<file path="src/rtl/anc_pkg.sv">
package anc_pkg;

    localparam int WORD_W     = 10;
    localparam int HCOUNT_W   = 11;
    localparam int LINE_525   = 910;
    localparam int LINE_625   = 1135;
    localparam int NUM_SLOTS  = 2;

    localparam logic [WORD_W-1:0] MARKER_WORD = 10'h3FC;
    localparam logic [WORD_W-1:0] LOW_RSV_MAX = 10'h003;

    typedef enum logic [1:0] {
        IVL_HSYNC = 2'd0,
        IVL_EQ    = 2'd1,
        IVL_VSYNC = 2'd2,
        IVL_NONE  = 2'd3
    } ivl_e;

    typedef struct packed {
        logic                en;
        logic [HCOUNT_W-1:0] lo;
        logic [HCOUNT_W-1:0] hi;
    } span_t;

    typedef struct packed {
        logic in_pkt;
        logic start;
        logic win_err;
        logic rsv_err;
    } mon_state_t;

    function automatic span_t mk_span(input int lo, input int hi);
        span_t s;
        s.en = 1'b1;
        s.lo = HCOUNT_W'(lo);
        s.hi = HCOUNT_W'(hi);
        return s;
    endfunction

    function automatic span_t span_lookup(input logic pal, input ivl_e ivl, input int slot);
        span_t s;
        s = '0;
        unique case (ivl)
            IVL_HSYNC: if (slot == 0) s = pal ? mk_span(972, 1035) : mk_span(795, 849);
            IVL_EQ: begin
                if (slot == 0) s = pal ? mk_span(972, 994) : mk_span(795, 815);
                else           s = pal ? mk_span(404, 426) : mk_span(340, 360);
            end
            IVL_VSYNC: begin
                if (slot == 0) s = pal ? mk_span(972, 302) : mk_span(795, 260);
                else           s = pal ? mk_span(404, 869) : mk_span(340, 715);
            end
            default: s = '0;
        endcase
        return s;
    endfunction

    function automatic logic [HCOUNT_W-1:0] line_len(input logic pal);
        return pal ? HCOUNT_W'(LINE_625) : HCOUNT_W'(LINE_525);
    endfunction

endpackage

</file>
<file path="src/rtl/anc_window_decode.sv">
module anc_window_decode
    import anc_pkg::*;
(
    input  logic                std_pal,
    input  ivl_e                ivl,
    input  logic [HCOUNT_W-1:0] hcount,
    output logic                in_win
);

    logic [NUM_SLOTS-1:0] slot_hit;
    logic                 in_line;

    assign in_line = (hcount < line_len(std_pal));

    for (genvar g = 0; g < NUM_SLOTS; g++) begin : g_slot
        span_t sp;
        logic  wraps;
        always_comb begin
            sp    = span_lookup(std_pal, ivl, g);
            wraps = (sp.lo > sp.hi);
            if (!sp.en)
                slot_hit[g] = 1'b0;
            else if (wraps)
                slot_hit[g] = (hcount >= sp.lo) || (hcount <= sp.hi);
            else
                slot_hit[g] = (hcount >= sp.lo) && (hcount <= sp.hi);
        end
    end

    assign in_win = in_line && (|slot_hit);

endmodule

</file>
<file path="src/rtl/anc_word_class.sv">
module anc_word_class
    import anc_pkg::*;
(
    input  logic [WORD_W-1:0] word,
    output logic              is_marker,
    output logic              is_reserved
);

    always_comb begin
        is_marker   = (word == MARKER_WORD);
        is_reserved = (word <= LOW_RSV_MAX) || (word > MARKER_WORD);
    end

endmodule

</file>
<file path="src/rtl/anc_flag_watch.sv">
module anc_flag_watch
    import anc_pkg::*;
(
    input  logic        clk,
    input  logic        rst_n,
    input  logic        std_pal,
    input  logic [1:0]  ivl_sel,
    input  logic [9:0]  word_i,
    input  logic [10:0] hcount_i,
    output logic        pkt_start_o,
    output logic        win_err_o,
    output logic        rsv_err_o
);

    mon_state_t st_d, st_q;
    logic       in_win;
    logic       is_marker;
    logic       is_reserved;
    ivl_e       ivl;

    assign ivl = ivl_e'(ivl_sel);

    anc_window_decode u_win (
        .std_pal (std_pal),
        .ivl     (ivl),
        .hcount  (hcount_i),
        .in_win  (in_win)
    );

    anc_word_class u_cls (
        .word        (word_i),
        .is_marker   (is_marker),
        .is_reserved (is_reserved)
    );

    always_comb begin
        st_d         = st_q;
        st_d.start   = is_marker && in_win;
        st_d.win_err = is_marker && !in_win;
        st_d.rsv_err = st_q.in_pkt && in_win && !is_marker && is_reserved;
        if (is_marker)
            st_d.in_pkt = in_win;
        else
            st_d.in_pkt = st_q.in_pkt && in_win;
    end

    always_ff @(posedge clk or negedge rst_n) begin
        if (!rst_n) st_q <= '0;
        else        st_q <= st_d;
    end

    assign pkt_start_o = st_q.start;
    assign win_err_o   = st_q.win_err;
    assign rsv_err_o   = st_q.rsv_err;

    p_start_after_marker_r2: assert property (@(posedge clk) disable iff (!rst_n)
        pkt_start_o |-> ($past(word_i) == MARKER_WORD));

    p_werr_after_marker_r5: assert property (@(posedge clk) disable iff (!rst_n)
        win_err_o |-> ($past(word_i) == MARKER_WORD));

    p_rsv_code_r6: assert property (@(posedge clk) disable iff (!rst_n)
        rsv_err_o |-> ($past(word_i) <= 10'h003 || $past(word_i) >= 10'h3FD));

    p_rsv_needs_window_r8: assert property (@(posedge clk) disable iff (!rst_n)
        rsv_err_o |-> $past(in_win));

    p_exclusive_r9: assert property (@(posedge clk) disable iff (!rst_n)
        $countones({pkt_start_o, win_err_o}) <= 1);

    p_line_bound_r4: assert property (@(posedge clk) disable iff (!rst_n)
        in_win |-> (hcount_i < (std_pal ? 11'd1135 : 11'd910)));

endmodule

</file>
<file path="config.mk">
export PLATFORM = sky130hd
export DESIGN_NAME = anc_flag_watch
export DESIGN_NICKNAME = d
export VERILOG_FILES = /design/src/rtl/anc_pkg.sv /design/src/rtl/anc_window_decode.sv /design/src/rtl/anc_word_class.sv /design/src/rtl/anc_flag_watch.sv
export SDC_FILE = /design/constraint.sdc
export NUM_CORES = 1
export LEC_CHECK = 0
export BUFFER_PORTS_ARGS = -buffer_cell sky130_fd_sc_hd__buf_2
export CAP_MARGIN = 20
export CORE_UTILIZATION = 60
export CTS_BUF_LIST = sky130_fd_sc_hd__clkbuf_8
export DETAILED_ROUTE_END_ITERATION = 7
export GPL_ROUTABILITY_DRIVEN = 0
export PLACE_DENSITY = 0.89
export SYNTH_ARGS = -nofsm -noshare
export SYNTH_HDL_FRONTEND = slang
export SYNTH_SLANG_ARGS = --single-unit
</file>
<file path="constraint.sdc">
create_clock -name clk -period 1.84 [get_ports clk]
set_input_delay 0.092 -clock clk [delete_from_list [all_inputs] [get_ports clk]]
set_output_delay 0.092 -clock clk [all_outputs]
set_load 0.02 [all_outputs]
</file>
==> results of run 1 <==
cells in the mapped netlist (all sizes together), types with 2 or more instances:
cell type	number	share of area [%]
nand3b	2	0.88
inv	17	3.7
a211oi	5	2.5
nor4	5	1.8
nand2b	2	0.73
nand4b	2	1.0
clkbuf	3	1.2
o31ai	3	1.3
or4	2	0.88
nor2b	7	2.6
o21ai	17	5.0
o311a	3	1.8
nor3	9	2.6
or3	4	1.5
nand3	9	2.6
a221oi	2	1.4
nand2	13	2.9
dfrtp	4	5.9
a21oi	14	4.1
or2	2	0.73
nor2	10	2.2
o211ai	4	1.8
nand4	4	1.5
ha	52	38
metrics by stage:
stage | utilization, % | setup slack, ns
floorplan | - | -0.570
global placement | 93.3 | -0.816
detailed placement | 93.3 | -1.03
kinds of logic after synthesis:
logic type      share of synthesized area [%]
compound gates                           26.3
flops                                    5.85
fa+ha+maj                                38.0
mux                                     0.585
simple gates                             24.2
buf+inv                                  4.97
==> reports/qor.yml, run 1 <==
outcome:
  status: "stopped before the end"
  lastStage: "4_1_cts"
  error: "[ERROR DPL-0038] Utilization greater than 100%, impossible to legalize"
synthesis:
  synth_fp_nets: 295
  synthCells: 217
  synth_edf_count: 0
  postSynthAreaPerCell_sq_um: 7.88
  async_reset_ff_share_pct: 100
  ys_seq_area_share_pct: 5.85
  synth_cell_types: 54
  syn-cell-area_sq_um: 1710
  synthFlopType: "dfrtp_1"
  ys_ff_latch: 4
  yosysWarnings: 0
floorplan:
  initial_core_util_pct: 66.0
  fp.dieH_microns: 55.4
  die_w_microns: 55.4
  num_rows: 18
  ios: 29
placed_design:
  dpl_cell_area_sq_um: 2420
  dp_hpwl_mm: 5.90
  place_inst: 331
  port_buffers: 28
clock_tree:
  clock_path_buffers: 2
  cts_resized: 24
  cts_max_level: 1
  numCtsBuffers: 3
  numClockSinks: 4
  postCtsSetupBuffers: 9
  hold_buffers: 1
  clock-root-buffer: "clkbuf_8"
==> run 2, diff against run 1 <==
--- a/config.mk
+++ b/config.mk
@@ -7,11 +7,10 @@
 export LEC_CHECK = 0
 export BUFFER_PORTS_ARGS = -buffer_cell sky130_fd_sc_hd__buf_2
 export CAP_MARGIN = 20
-export CORE_UTILIZATION = 60
-export CTS_BUF_LIST = sky130_fd_sc_hd__clkbuf_8
+export CORE_UTILIZATION = 40
 export DETAILED_ROUTE_END_ITERATION = 7
 export GPL_ROUTABILITY_DRIVEN = 0
-export PLACE_DENSITY = 0.89
+export PLACE_DENSITY_LB_ADDON = 0.15
 export SYNTH_ARGS = -nofsm -noshare
 export SYNTH_HDL_FRONTEND = slang
 export SYNTH_SLANG_ARGS = --single-unit
==> run 2 against run 1 <==
The flow now finishes, with violations (negative setup slack). Synthesized cell count did not move. Synthesized area did not move.
==> reports/qor.yml, run 2 <==
power:
  power_frac_comb_pct: 72.1
  leakagePower_nw: 1.33
  finalPower_mw: 0.990
  p_int_mw: 0.589
  vdd_drop_max_mv: 0.398
  pwr-share-seq_pct: 9.0
  p_sw_mw: 0.401
  pwr-share-clk_pct: 18.9
  swShare_pct: 40.5
  p_per_area_nw_per_um2: 356
layout:
  n_antenna_cell: 0
  syn2layout_area_growth_pct: 62.5
  instances_no_fill: 373
  multi_input_area_sq_um: 1740
  fin_nets: 403
  fill_cells: 345
  drive_above_1_share_pct: 46.1
  final_util_pct: 68.5
  regArea_sq_um: 100
  final_common_cell: "buf_4"
  final_cell_mix: "73 x buf_4, 45 x ha_1, 26 x buf_2"
timing:
  hold_viol_final: 0
  tightest_slew_ns: 0.608
  maxSlewViolCount: 0
  setup_viol: 4
  period_share_pct: 127
  fin_crit_ns: 2.34
  fin_ws_ns: -0.502
  fin_setup_tns_ns: -1.97
  grt_setup_unrepaired: "yes"
  skew_ns: 0.00310
  fmax_mhz: 427
  hold_slack_ns: 0.155
  slew_headroom_pct: 58.8
synthesis:
  postSynthAreaPerCell_sq_um: 7.88  # unchanged
  syn-cell-area_sq_um: 1710  # unchanged
  yosysMostFrequentCell: "ha_1"
  synth_edf_count: 0  # unchanged
  synth_fp_nets: 295  # unchanged
  synth_area_leaders: "ha_1 38%, dfrtp_1 5.9%, o21ai_0 4.7%, a21oi_1 4.1%, inv_1 3.5%"
  synthCells: 217  # unchanged
  ys_ff_latch: 4  # unchanged
  yosysWarnings: 0  # unchanged
  yosys-top-cells-count: "52 x ha_1, 16 x inv_1, 16 x o21ai_0"
  async_reset_ff_share_pct: 100  # unchanged
  synth_area_leader_cell: "ha_1"
  synth_top_cell_area_share_pct: 38.0  # unchanged
  ys_seq_area_share_pct: 5.85  # unchanged
  synth_cell_types: 54  # unchanged
  synthFlopType: "dfrtp_1"
grt:
  grt_pass1_vias: 2017
  grt_pass1_wl_mm: 9.60
  grt_overflow: 0
  antenna_found_initial: 0
  grt_max_degree: 10
  grtUsageTotal_pct: 28.6
placed_design:
  port_buffers: 28  # unchanged
  place_inst: 357  # +7.9%
  dp_hpwl_mm: 4.79  # -19%
floorplan:
  num_rows: 23  # +5
  ios: 29  # unchanged
  die-area_sq_um: 4540
  fp.dieH_microns: 67.4  # +22%
  core-area_sq_um: 4060
  initial_core_util_pct: 42.2  # -24 points
  die_w_microns: 67.4  # +22%
drt:
  routedWlPerCell_microns: 16.0
  via_per_inst: 5.66
  first_pass_iters: 4
  ant_nets: 0
  routed_wl_mm: 5.95
  drt_iter0_drc: 62
  num_vias: 2110
  drc: 0
setup_path:
  start_kind: "input port"
  ff2ff_path_depth: 2
  worstSetupEndpointType: "flop"
  r2r_slack_ns: 1.15
  critical_path_class: "in -> reg"
  cp_max_fo: 5
  required_ns: 1.94
  critical_path_arrival_ns: 2.44
hold_path:
  hold_path.class: "in -> reg"
  hold_path_depth: 3
clock_tree:
  clock_path_buffers: 2  # unchanged
  numCtsBuffers: 3  # unchanged
  numClockSinks: 4  # unchanged
  worstSkewPairLatency_ns: 0.22
  clock-root-buffer: "clkbuf_8"
  path_clk_slew_ns: 0.03
  cts_tree: "yes"
  cts_max_level: 1  # unchanged
outcome:
  status: "finished with violations"
  violations: "negative setup slack"
run:
  maxCapViolCount: 0
run 2: layer usage:
metal	routed length [microns]	part of all wire [%]	vias up	global-route usage (%)
met2	2890	48	54	50.5
met1	2700	45	982	37.2
met4	50	0.84	0	4.26
met5	0	0	-	0
li1	-	-	1066	-
met3	318	5.3	8	3.72
run 2: logic make-up after synthesis:
group / after synthesis / synth area share (%)
fa+ha+maj: 52 / 38.0
simple gates: 76 / 24.2
flops: 4 / 5.85
mux: 1 / 0.585
buf+inv: 20 / 4.97
compound gates: 64 / 26.3
run 2: path summary, 6_finish.rpt:
check,startpoint,to
hold / removal,word_i[0],win_err_o
setup reg to reg,st_q[3],st_q[3]
min in group asynchronous,rst_n,rsv_err_o
max in group asynchronous,rst_n,st_q[3]
setup / recovery,ivl_sel[0],win_err_o
hold reg to reg,st_q[3],st_q[3]
run 2: worst max-delay path: stages:
cell        delay [ns]
buf_6             0.11
clkinvlp_4        0.12
ha_4              0.18
nor2b_4           0.18
nand2_2           0.06
and2_4            0.15
buf_6             0.11
ha_4              0.27
nand4_1           0.10
or3_4             0.38
o311a_4           0.14
o311a_4           0.34
o211a_1           0.21
run 2: power by group through the flow:
stage               clock network, mW  logic (mW)  registers [mW]
global placement                    0       0.610          0.0897
floorplan                           0       0.350          0.0897
CTS                             0.193       0.686          0.0887
detailed placement                  0       0.625          0.0897
finish                          0.187       0.714          0.0887
global route                    0.202       0.786          0.0886
run 2: what timing repair did:
item,in CTS,in global routing
pin swaps,15,9
endpoints found under the hold margin,4,0
gates resized for setup,25,10
buffers inserted,12,0
setup endpoints to repair,4,4
hold buffers,1,0
run 2: area by class of cell:
type / count / share of cell area (%)
flip-flops and latches: 4 / 3.60
clock buffers: 3 / 1.49
inverters: 17 / 2.57
multi-input cells: 193 / 62.4
well taps: 50 / 2.25
repair buffers: 106 / 27.6
run 2: through the flow:
stage	setup WS, ns	area, sq um
floorplan	-0.570	1830
global placement	-0.813	2500
detailed placement	-0.856	2500
CTS	-0.533	2750
global route	-0.601	2780
finish	-0.502	2780
No activity file was read; power rests on OpenSTA's default activity.
